===== src/rtl/serport_pkg.sv =====
package serport_pkg;
  localparam int WORD_W      = 32;
  localparam int N_WORDS     = 15;
  // word indices (byte offset / 4)
  localparam int W_TXCTL     = 0;
  localparam int W_TXDMA     = 1;
  localparam int W_RXCTL     = 2;
  localparam int W_DOUT      = 7;
  localparam int W_STAT_POP  = 8;
  localparam int W_STAT_PEEK = 9;
  localparam int W_IMASK     = 11;
  localparam int W_IACK      = 12;
  localparam int W_IRAW      = 13;
  localparam int W_IMSK      = 14;
  // status and control bit positions
  localparam int STB_DAV     = 16;
  localparam int STB_IDLE    = 22;
  localparam int STB_RDY     = 24;
  localparam int RXEN_BIT    = 3;
  localparam int RXIRQ_BIT   = 3;
  localparam logic [WORD_W-1:0] RXCTL_RST = 32'h0001_0000;
endpackage


===== src/rtl/serport_rxfifo.sv =====
module serport_rxfifo #(
  parameter int DEPTH = 16,
  parameter int DW    = 8,
  localparam int PTR_W = $clog2(DEPTH),
  localparam int CNT_W = PTR_W + 1
) (
  input  logic             clk,
  input  logic             rst_n,
  input  logic             push,
  input  logic [DW-1:0]    wdata,
  input  logic             pop,
  output logic [DW-1:0]    rdata,
  output logic [CNT_W-1:0] count,
  output logic             empty,
  output logic             full
);
  logic [DW-1:0]    mem [DEPTH];
  logic [PTR_W-1:0] wptr_q, wptr_d, rptr_q, rptr_d;
  logic [CNT_W-1:0] cnt_q, cnt_d;

  function automatic logic [PTR_W-1:0] bump(input logic [PTR_W-1:0] p);
    return (p == PTR_W'(DEPTH - 1)) ? '0 : p + PTR_W'(1);
  endfunction

  always_comb begin
    wptr_d = push ? bump(wptr_q) : wptr_q;
    rptr_d = pop  ? bump(rptr_q) : rptr_q;
    cnt_d  = cnt_q;
    if (push && !pop)      cnt_d = cnt_q + CNT_W'(1);
    else if (pop && !push) cnt_d = cnt_q - CNT_W'(1);
  end

  always_ff @(posedge clk or negedge rst_n) begin
    if (!rst_n) begin
      wptr_q <= '0;
      rptr_q <= '0;
      cnt_q  <= '0;
    end else begin
      wptr_q <= wptr_d;
      rptr_q <= rptr_d;
      cnt_q  <= cnt_d;
    end
  end

  always_ff @(posedge clk) begin
    if (push) mem[wptr_q] <= wdata;
  end

  assign count = cnt_q;
  assign empty = (cnt_q == '0);
  assign full  = (cnt_q == CNT_W'(DEPTH));
  assign rdata = empty ? '0 : mem[rptr_q];
endmodule


===== src/rtl/serport_regbank.sv =====
module serport_regbank
  import serport_pkg::*;
#(
  parameter int IDX_W = 4
) (
  input  logic              clk,
  input  logic              rst_n,
  input  logic              wr_en,
  input  logic [IDX_W-1:0]  wr_idx,
  input  logic [WORD_W-1:0] wr_val,
  output logic [WORD_W-1:0] words [N_WORDS]
);
  for (genvar i = 0; i < N_WORDS; i++) begin : g_w
    if (i == W_STAT_POP || i == W_STAT_PEEK || i == W_IRAW || i == W_IMSK) begin : g_ro
      assign words[i] = '0;
    end else begin : g_rw
      logic [WORD_W-1:0] q, d;
      logic              we;
      assign we = wr_en && (wr_idx == IDX_W'(i));
      always_comb d = we ? wr_val : q;
      always_ff @(posedge clk or negedge rst_n) begin
        if (!rst_n) q <= (i == W_RXCTL) ? RXCTL_RST : '0;
        else        q <= d;
      end
      assign words[i] = q;
    end
  end
endmodule


===== src/rtl/serport_irqctl.sv =====
module serport_irqctl
  import serport_pkg::*;
(
  input  logic              clk,
  input  logic              rst_n,
  input  logic              tx_wr,
  input  logic              ack_wr,
  input  logic [WORD_W-1:0] ack_val,
  input  logic              rx_nonempty,
  input  logic [WORD_W-1:0] mask,
  output logic [WORD_W-1:0] ack_applied,
  output logic [WORD_W-1:0] raw,
  output logic [WORD_W-1:0] masked,
  output logic              irq
);
  logic [WORD_W-1:0] raw_q, raw_d;
  logic              pend_q, pend_d;

  always_comb begin
    ack_applied = ack_val;
    if (pend_q) ack_applied[0] = 1'b0;
    raw_d  = raw_q;
    pend_d = pend_q;
    if (tx_wr) begin
      raw_d  = raw_q | WORD_W'(3);
      pend_d = 1'b1;
    end else if (ack_wr) begin
      raw_d  = raw_q & ~ack_applied;
      pend_d = 1'b0;
    end
    raw_d[RXIRQ_BIT] = 1'b0;
  end

  always_ff @(posedge clk or negedge rst_n) begin
    if (!rst_n) begin
      raw_q  <= '0;
      pend_q <= 1'b0;
    end else begin
      raw_q  <= raw_d;
      pend_q <= pend_d;
    end
  end

  always_comb begin
    raw            = raw_q;
    raw[RXIRQ_BIT] = rx_nonempty;
  end
  assign masked = raw & mask;
  assign irq    = |masked;
endmodule


===== src/rtl/serport_regs.sv =====
module serport_regs
  import serport_pkg::*;
#(
  parameter int DEPTH  = 16,
  parameter int ADDR_W = 6,
  localparam int IDX_W = ADDR_W - 2,
  localparam int CNT_W = $clog2(DEPTH) + 1
) (
  input  logic              clk,
  input  logic              rst_n,
  input  logic              bus_en,
  input  logic              bus_we,
  input  logic [ADDR_W-1:0] bus_addr,
  input  logic [31:0]       bus_wdata,
  output logic [31:0]       bus_rdata,
  output logic [7:0]        tx_data,
  output logic              tx_valid,
  input  logic              tx_ready,
  input  logic [7:0]        rx_data,
  input  logic              rx_valid,
  output logic              rx_ready,
  output logic              irq
);
  logic [IDX_W-1:0]  acc_word;
  logic              in_win, wr_acc, rd_acc;
  logic              dout_wr, ack_wr, pop_rd;
  logic [WORD_W-1:0] words [N_WORDS];
  logic [WORD_W-1:0] store_val, ack_applied, raw_w, masked_w, mask_word, status_w;
  logic              fifo_push, fifo_pop, fifo_empty, fifo_full;
  logic [7:0]        fifo_head;
  logic [CNT_W-1:0]  fifo_count;
  logic [7:0]        txd_q, txd_d;
  logic              txv_q, txv_d;
  logic              unused_addr_lsb;

  assign unused_addr_lsb = ^bus_addr[1:0];
  assign acc_word = bus_addr[ADDR_W-1:2];
  assign in_win   = (acc_word < IDX_W'(N_WORDS));
  assign wr_acc   = bus_en && bus_we && in_win;
  assign rd_acc   = bus_en && !bus_we && in_win;
  assign dout_wr  = wr_acc && (acc_word == IDX_W'(W_DOUT));
  assign ack_wr   = wr_acc && (acc_word == IDX_W'(W_IACK));
  assign pop_rd   = rd_acc && (acc_word == IDX_W'(W_STAT_POP));

  assign store_val = ack_wr ? ack_applied : bus_wdata;

  serport_regbank #(.IDX_W(IDX_W)) i_bank (
    .clk    (clk),
    .rst_n  (rst_n),
    .wr_en  (wr_acc),
    .wr_idx (acc_word),
    .wr_val (store_val),
    .words  (words)
  );

  assign mask_word = words[W_IMASK];
  assign rx_ready  = words[W_RXCTL][RXEN_BIT];
  assign fifo_push = rx_valid && rx_ready && !fifo_full;
  assign fifo_pop  = pop_rd && !fifo_empty;

  serport_rxfifo #(.DEPTH(DEPTH), .DW(8)) i_fifo (
    .clk   (clk),
    .rst_n (rst_n),
    .push  (fifo_push),
    .wdata (rx_data),
    .pop   (fifo_pop),
    .rdata (fifo_head),
    .count (fifo_count),
    .empty (fifo_empty),
    .full  (fifo_full)
  );

  serport_irqctl i_irq (
    .clk         (clk),
    .rst_n       (rst_n),
    .tx_wr       (dout_wr),
    .ack_wr      (ack_wr),
    .ack_val     (bus_wdata),
    .rx_nonempty (!fifo_empty),
    .mask        (mask_word),
    .ack_applied (ack_applied),
    .raw         (raw_w),
    .masked      (masked_w),
    .irq         (irq)
  );

  // transmit byte holding stage
  always_comb begin
    txv_d = txv_q;
    txd_d = txd_q;
    if (dout_wr) begin
      txv_d = 1'b1;
      txd_d = bus_wdata[7:0];
    end else if (txv_q && tx_ready) begin
      txv_d = 1'b0;
    end
  end

  always_ff @(posedge clk or negedge rst_n) begin
    if (!rst_n) begin
      txv_q <= 1'b0;
      txd_q <= '0;
    end else begin
      txv_q <= txv_d;
      txd_q <= txd_d;
    end
  end

  assign tx_valid = txv_q;
  assign tx_data  = txd_q;

  always_comb begin
    status_w           = '0;
    status_w[7:0]      = fifo_head;
    status_w[STB_DAV]  = !fifo_empty;
    status_w[STB_IDLE] = 1'b1;
    status_w[STB_RDY]  = 1'b1;
  end

  always_comb begin
    bus_rdata = '0;
    if (in_win) begin
      if (acc_word == IDX_W'(W_STAT_POP) || acc_word == IDX_W'(W_STAT_PEEK))
        bus_rdata = status_w;
      else if (acc_word == IDX_W'(W_IRAW))
        bus_rdata = raw_w;
      else if (acc_word == IDX_W'(W_IMSK))
        bus_rdata = masked_w;
      else
        bus_rdata = words[acc_word];
    end
  end
endmodule


===== config.mk =====
export PLATFORM = sky130hd
export DESIGN_NAME = serport_regs
export DESIGN_NICKNAME = d
export VERILOG_FILES = /design/src/rtl/serport_pkg.sv /design/src/rtl/serport_rxfifo.sv /design/src/rtl/serport_regbank.sv /design/src/rtl/serport_irqctl.sv /design/src/rtl/serport_regs.sv
export SDC_FILE = /design/constraint.sdc
export NUM_CORES = 1
export LEC_CHECK = 0
export CORE_UTILIZATION = 35
export CTS_BUF_LIST = sky130_fd_sc_hd__clkbuf_8 sky130_fd_sc_hd__clkbuf_16
export DETAILED_ROUTE_END_ITERATION = 7
export GPL_ROUTABILITY_DRIVEN = 0
export PLACE_DENSITY_LB_ADDON = 0.05
export SYNTH_ARGS = -nofsm -noshare
export SYNTH_HDL_FRONTEND = slang
export SYNTH_HIERARCHICAL = 1
export SYNTH_SLANG_ARGS = --single-unit

===== constraint.sdc =====
create_clock -name clk -period 9.56 [get_ports clk]
set_clock_uncertainty 0.1 [all_clocks]
set_input_delay 2.39 -clock clk [delete_from_list [all_inputs] [get_ports clk]]
set_output_delay 2.39 -clock clk [all_outputs]
set_load 0.1 [all_outputs]

======== After elaboration in Yosys (flattened, before gate mapping) ========
Memory sizes are Yosys's and may differ from the RTL's.
Cells that the tools add are included.
word-level totals
  memory bits (read-only) ................. 0
  register bits ........................... 406
  memories ................................ 1
  latch bits .............................. 0
  output and inout bits ................... 43
  bits in writable memories ............... 128
  word-level logic and storage cells ...... 105
  bits of input ports ..................... 52
cells by class
  multipliers ............................. 0
  muxes and demuxes ....................... 22
  equality and inequality tests ........... 17
  order comparisons ....................... 2
  divide/modulo/power cells ............... 0
  reduce and logical (&&, ||, !) cells .... 35
  bitwise gates (word level) .............. 5
  shift-type cells ........................ 0
  add/subtract/negate cells ............... 4
memories
  memory      depth  bits a word  read ports  clocked after memory_dff  wr ports  line                  text
  i_fifo.mem  16     8            1           0                         1         serport_rxfifo.sv:17  logic [DW-1:0] mem [DEPTH];
operators with widths
  kind                                                                    number
  32-bit two-way mux                                                      6
  32-bit binary-select mux with 4-bit select                              1
  32-bit AND                                                              2
  4-bit equality test (second input constant)                             9
  32-bit NOT                                                              1
  32-bit OR reduction                                                     1
  1-bit logical AND                                                       22
  4-bit by 3-bit equality test with 1-bit output (second input constant)  4
  5-bit two-way mux                                                       2
  4-bit by 1-bit adder with 4-bit output (second input constant)          2
  4-bit by 2-bit equality test with 1-bit output (second input constant)  2
  1-bit two-way mux                                                       8
  4-bit two-way mux                                                       2
  8-bit two-way mux                                                       1
  2-bit nonzero test                                                      3
  5-bit by 1-bit adder with 5-bit output (second input constant)          1
  5-bit equality test (second input constant)                             1
  5-bit >= comparator (second input constant)                             1
  1-bit zero test                                                         5
  5-bit zero test                                                         1
  4-bit NOT with 5-bit output                                             1
  5-bit by 1-bit subtractor with 5-bit output (second input constant)     1
  4-bit by 1-bit equality test with 1-bit output (second input constant)  1
  4-bit zero test                                                         1
  5 further kinds                                                         6

======== Depth between registers and ports, before layout ========
  depth in word-level cells ............... 8
  mapped depth ............................ 13
  mapped depth without buffers ............ 12

======== Cells and area by module ========
Netlist, hierarchy kept.
modules (own cells, without submodules)
  module           cells each  area each (sq um)  times used  seq. area each (sq um)
  serport_regbank  918         14,126.0           1           8,809.7
  serport_rxfifo   312         5,863.1            1           4,169.0
  serport_regs     649         5,283.8            1           225.2
  serport_irqctl   149         1,611.5            1           800.8

======== Least setup slack after synthesis ========
OpenSTA, ideal clock, no wires.
  path type ............................... in2out
  start point ............................. input bus_addr[3]
  end point ............................... output bus_rdata[17]
  required time ........................... 7,070 ps
  path slack .............................. 1,566 ps
  stages .................................. 6
  arrival time ............................ 5,504 ps
  cells stage by stage .................... buf_6 > buf_12 > buf_8 > buf_6 > mux2_2 > a211oi_1
on the way
  longest elaborated chain between the ends .. 8
  elaborated cells on any way between the ends .. 14
  those cells by class .................... order compare: 1; eq/ne: 4; mux: 7; bitwise: 1; reduce/logical: 1
ends and longest elaborated chain
  what                                                   line                 text
  start: declaration                                     serport_regs.sv:13   input logic [ADDR_W-1:0] bus_addr,
  4-bit NOT with 5-bit output (implied by the code)      serport_regs.sv:130  bus_rdata = words[acc_word];
  32-bit binary-select mux with 4-bit select             serport_regs.sv:130
  32-bit two-way mux (implied by the code) (2 in a row)  serport_regs.sv:130
  32-bit two-way mux                                     serport_regs.sv:127  else if (acc_word == IDX_W'(W_IMSK))
  32-bit two-way mux                                     serport_regs.sv:125  else if (acc_word == IDX_W'(W_IRAW))
  32-bit two-way mux                                     serport_regs.sv:123  if (acc_word == IDX_W'(W_STAT_POP) || acc_word == IDX_W'(W_STAT_PEEK))
  32-bit two-way mux (*)                                 serport_regs.sv:122  if (in_win) begin
  end: declaration                                       serport_regs.sv:15   output logic [31:0] bus_rdata,
Every way passes the cells marked *; elsewhere a longest branch is shown, timed or not. The select of a mux whose other input is x is not followed.

======== Worst setup path in the final report ========
  start point ............................. input bus_addr[3]
  end point ............................... output bus_rdata[28]
The elaborated chain is that of the path after synthesis.

==> out/summary.txt <==
Final TNS setup - 0 ps
leakage - 12.4 nW
clk root buf - clkbuf_16
DP Area - 27500 sq um
Most common cell on crit path - buf_4
r2r endpoint - i_fifo/count[4]$_DFFE_PN0P_
Clock Path Buffers - 3
hold path depth - 1
DPL Wire Length - 47.3 mm
row count - 100
GRT Overall Usage - 20.4%
Design Area, Final - 29700 sq um
DR vias - 16000
synthesized cell area - 26500 sq um
initial antenna violation count - 1
Final Instance Count excl. Fillers - 3009
final-report setup violation count - 0
WL final - 77.5 mm
DR vias/cell - 5.33
relative slew slack - 24.3%
TritonCTS Buffers - 67
clock-pin slew on the worst setup and hold paths - 60 ps
Hold Path Class - reg -> reg
post-CTS setup buffers - 0
Initial Util - 35.4%
Port Buffer Count - 92
FF-to-FF path depth - 12
slowest cell on the critical path - buf_4
Synth Instances - 1973
crit path max fanout - 46
largest net degree at the start of global routing - 137
DR DRC count - 0
Worst Path Arrival - 5510 ps
layout cells sized above 1 - 33.7%
RSZ-0062 raised after global routing - false
worst hold path startpoint - i_bank/g_w[10].g_rw.q[5]$_DFFE_PN0P_
status - complete, no violations
CTS H-tree depth - 3
dpl cells - 2885
routed wire length per instance - 25.8 um
Slew Viols, Final - 0
CTS resizes - 0
DRT Pass-1 Iters - 5
FMAX - 125 MHz
CTS Sinks - 534
drt initial violations - 1038
Max Cap Viol - 0
Placeable Area - 74700 sq um
crit path time final - 8000 ps
first-pass GRT wire length - 115 mm
Setup crit start kind - primary input
Worst Hold End - i_bank/g_w[10].g_rw.q[5]$_DFFE_PN0P_
Max IR drop VDD - 133 uV
Overflow after GRT - 0
die area - 76700 sq um
Worst Setup Path Type - in -> out
YS warnings - 6
hold_ws - 385 ps
n_diodes - 0
die height - 277 um
# hold bufs at CTS - 0
Cell Chain, Critical Path - clkbuf_8, buf_4, nor2_1, a21oi_2, buf_4, o21ai_1, nor3_1, buf_4
area grow syn2layout - 12.4%
IO Pins - 95
Worst R2R Setup Slack - 5850 ps
Critical Path RT - 7070 ps
pwr/cell area - 227 nW/um^2
CTS tree - built
largest stage delay on the critical path - 670 ps
final net count - 2047
crit end category - output pin
final core utilization - 39.8%
Synth Area per Inst - 13.4 sq um
vias in the first global route - 16700
FILL cells - 7053
Chip Width - 277 um
Least-Margin Pin Slew - 1130 ps
later-pin clock latency in the skew report - 610 ps
Period Utilization, post-route - 83.7%
number of nets with antenna violations after routing - 0
FF-to-FF Start - i_fifo/count[0]$_DFFE_PN0P_
final hold vios - 0
placed cells by master, fill, tap and decap left out, types with 44 or more instances in the layout:
cell and n:
buf_4 75, a21oi_1 68, clkdlybuf4s50_1 55, clkbuf_16 67, dfrtp_1 404, a211oi_1 44
mux2i_1 72, edfxtp_1 128, nand2_1 89, conb_1 73, o21ai_0 76, mux4_2 78
mux2_2 396, nor2_1 50
per-stage QoR:
step	total power [W]	setup slack [ps]
finish	0.00677	1560
global route	0.00709	1450
CTS	0.00687	1540
detailed placement	0.00429	1540
global placement	0.00426	1600
floorplan	0.00393	1570
per-layer routing:
| layer | wire length (um) | global-route usage (%) | vias up |
|---|---|---|---|
| li1 | - | - | 7168 |
| met1 | 37300 | 29.2 | 8433 |
| met2 | 35300 | 31.7 | 325 |
| met3 | 2820 | 3.35 | 112 |
| met4 | 2080 | 5.95 | 2 |
| met5 | 13 | 0 | - |
area by class of cell:
cell class,count,area [sq um],share of cell area (%)
Tap cell,969,1210,4.08
Sequential cell,534,14000,47.1
Clock buffer,85,1920,6.47
Timing Repair Buffer,134,1180,3.97
Multi-Input combinational cell,1237,11100,37.2
Clock inverter,39,323,1.09
Inverter,11,43.8,0.147
registers in the layout, indices dropped and copies added, names as in the netlist:
register,count
i_bank/g_w.g_rw.q,352
i_fifo/count,5
i_fifo/mem,128
i_fifo/rptr_q,4
i_fifo/wptr_q,4
i_irq/pend_q,1
i_irq/raw_q,31
tx_data,8
tx_valid,1
worst max path at each step:
stage / startpoint / end / slack [ps] / depth (start not counted)
detailed placement: bus_addr[3] / bus_rdata[28] / 1540 / 8
global placement: bus_addr[3] / bus_rdata[28] / 1600 / 8
floorplan: bus_addr[3] / bus_rdata[17] / 1570 / 6
CTS: bus_addr[3] / bus_rdata[28] / 1540 / 8
finish: bus_addr[3] / bus_rdata[28] / 1560 / 8
global route: bus_addr[3] / bus_rdata[28] / 1450 / 8
report_power, final:
part           internal, W  switching (W)  total (W)
sequential         0.00268       0.000195    0.00287
combinational     0.000593       0.000768    0.00136
clock              0.00151        0.00102    0.00253
total              0.00478        0.00199    0.00677
worst max-delay path: cells and delay by family:
family / cells / cell delay, ps
AO/OA/AOI/OAI: 2 / 620
buffers and inverters: 4 / 1790
AND/OR/NAND/NOR: 2 / 610
No activity file was read; power rests on OpenSTA's default activity.
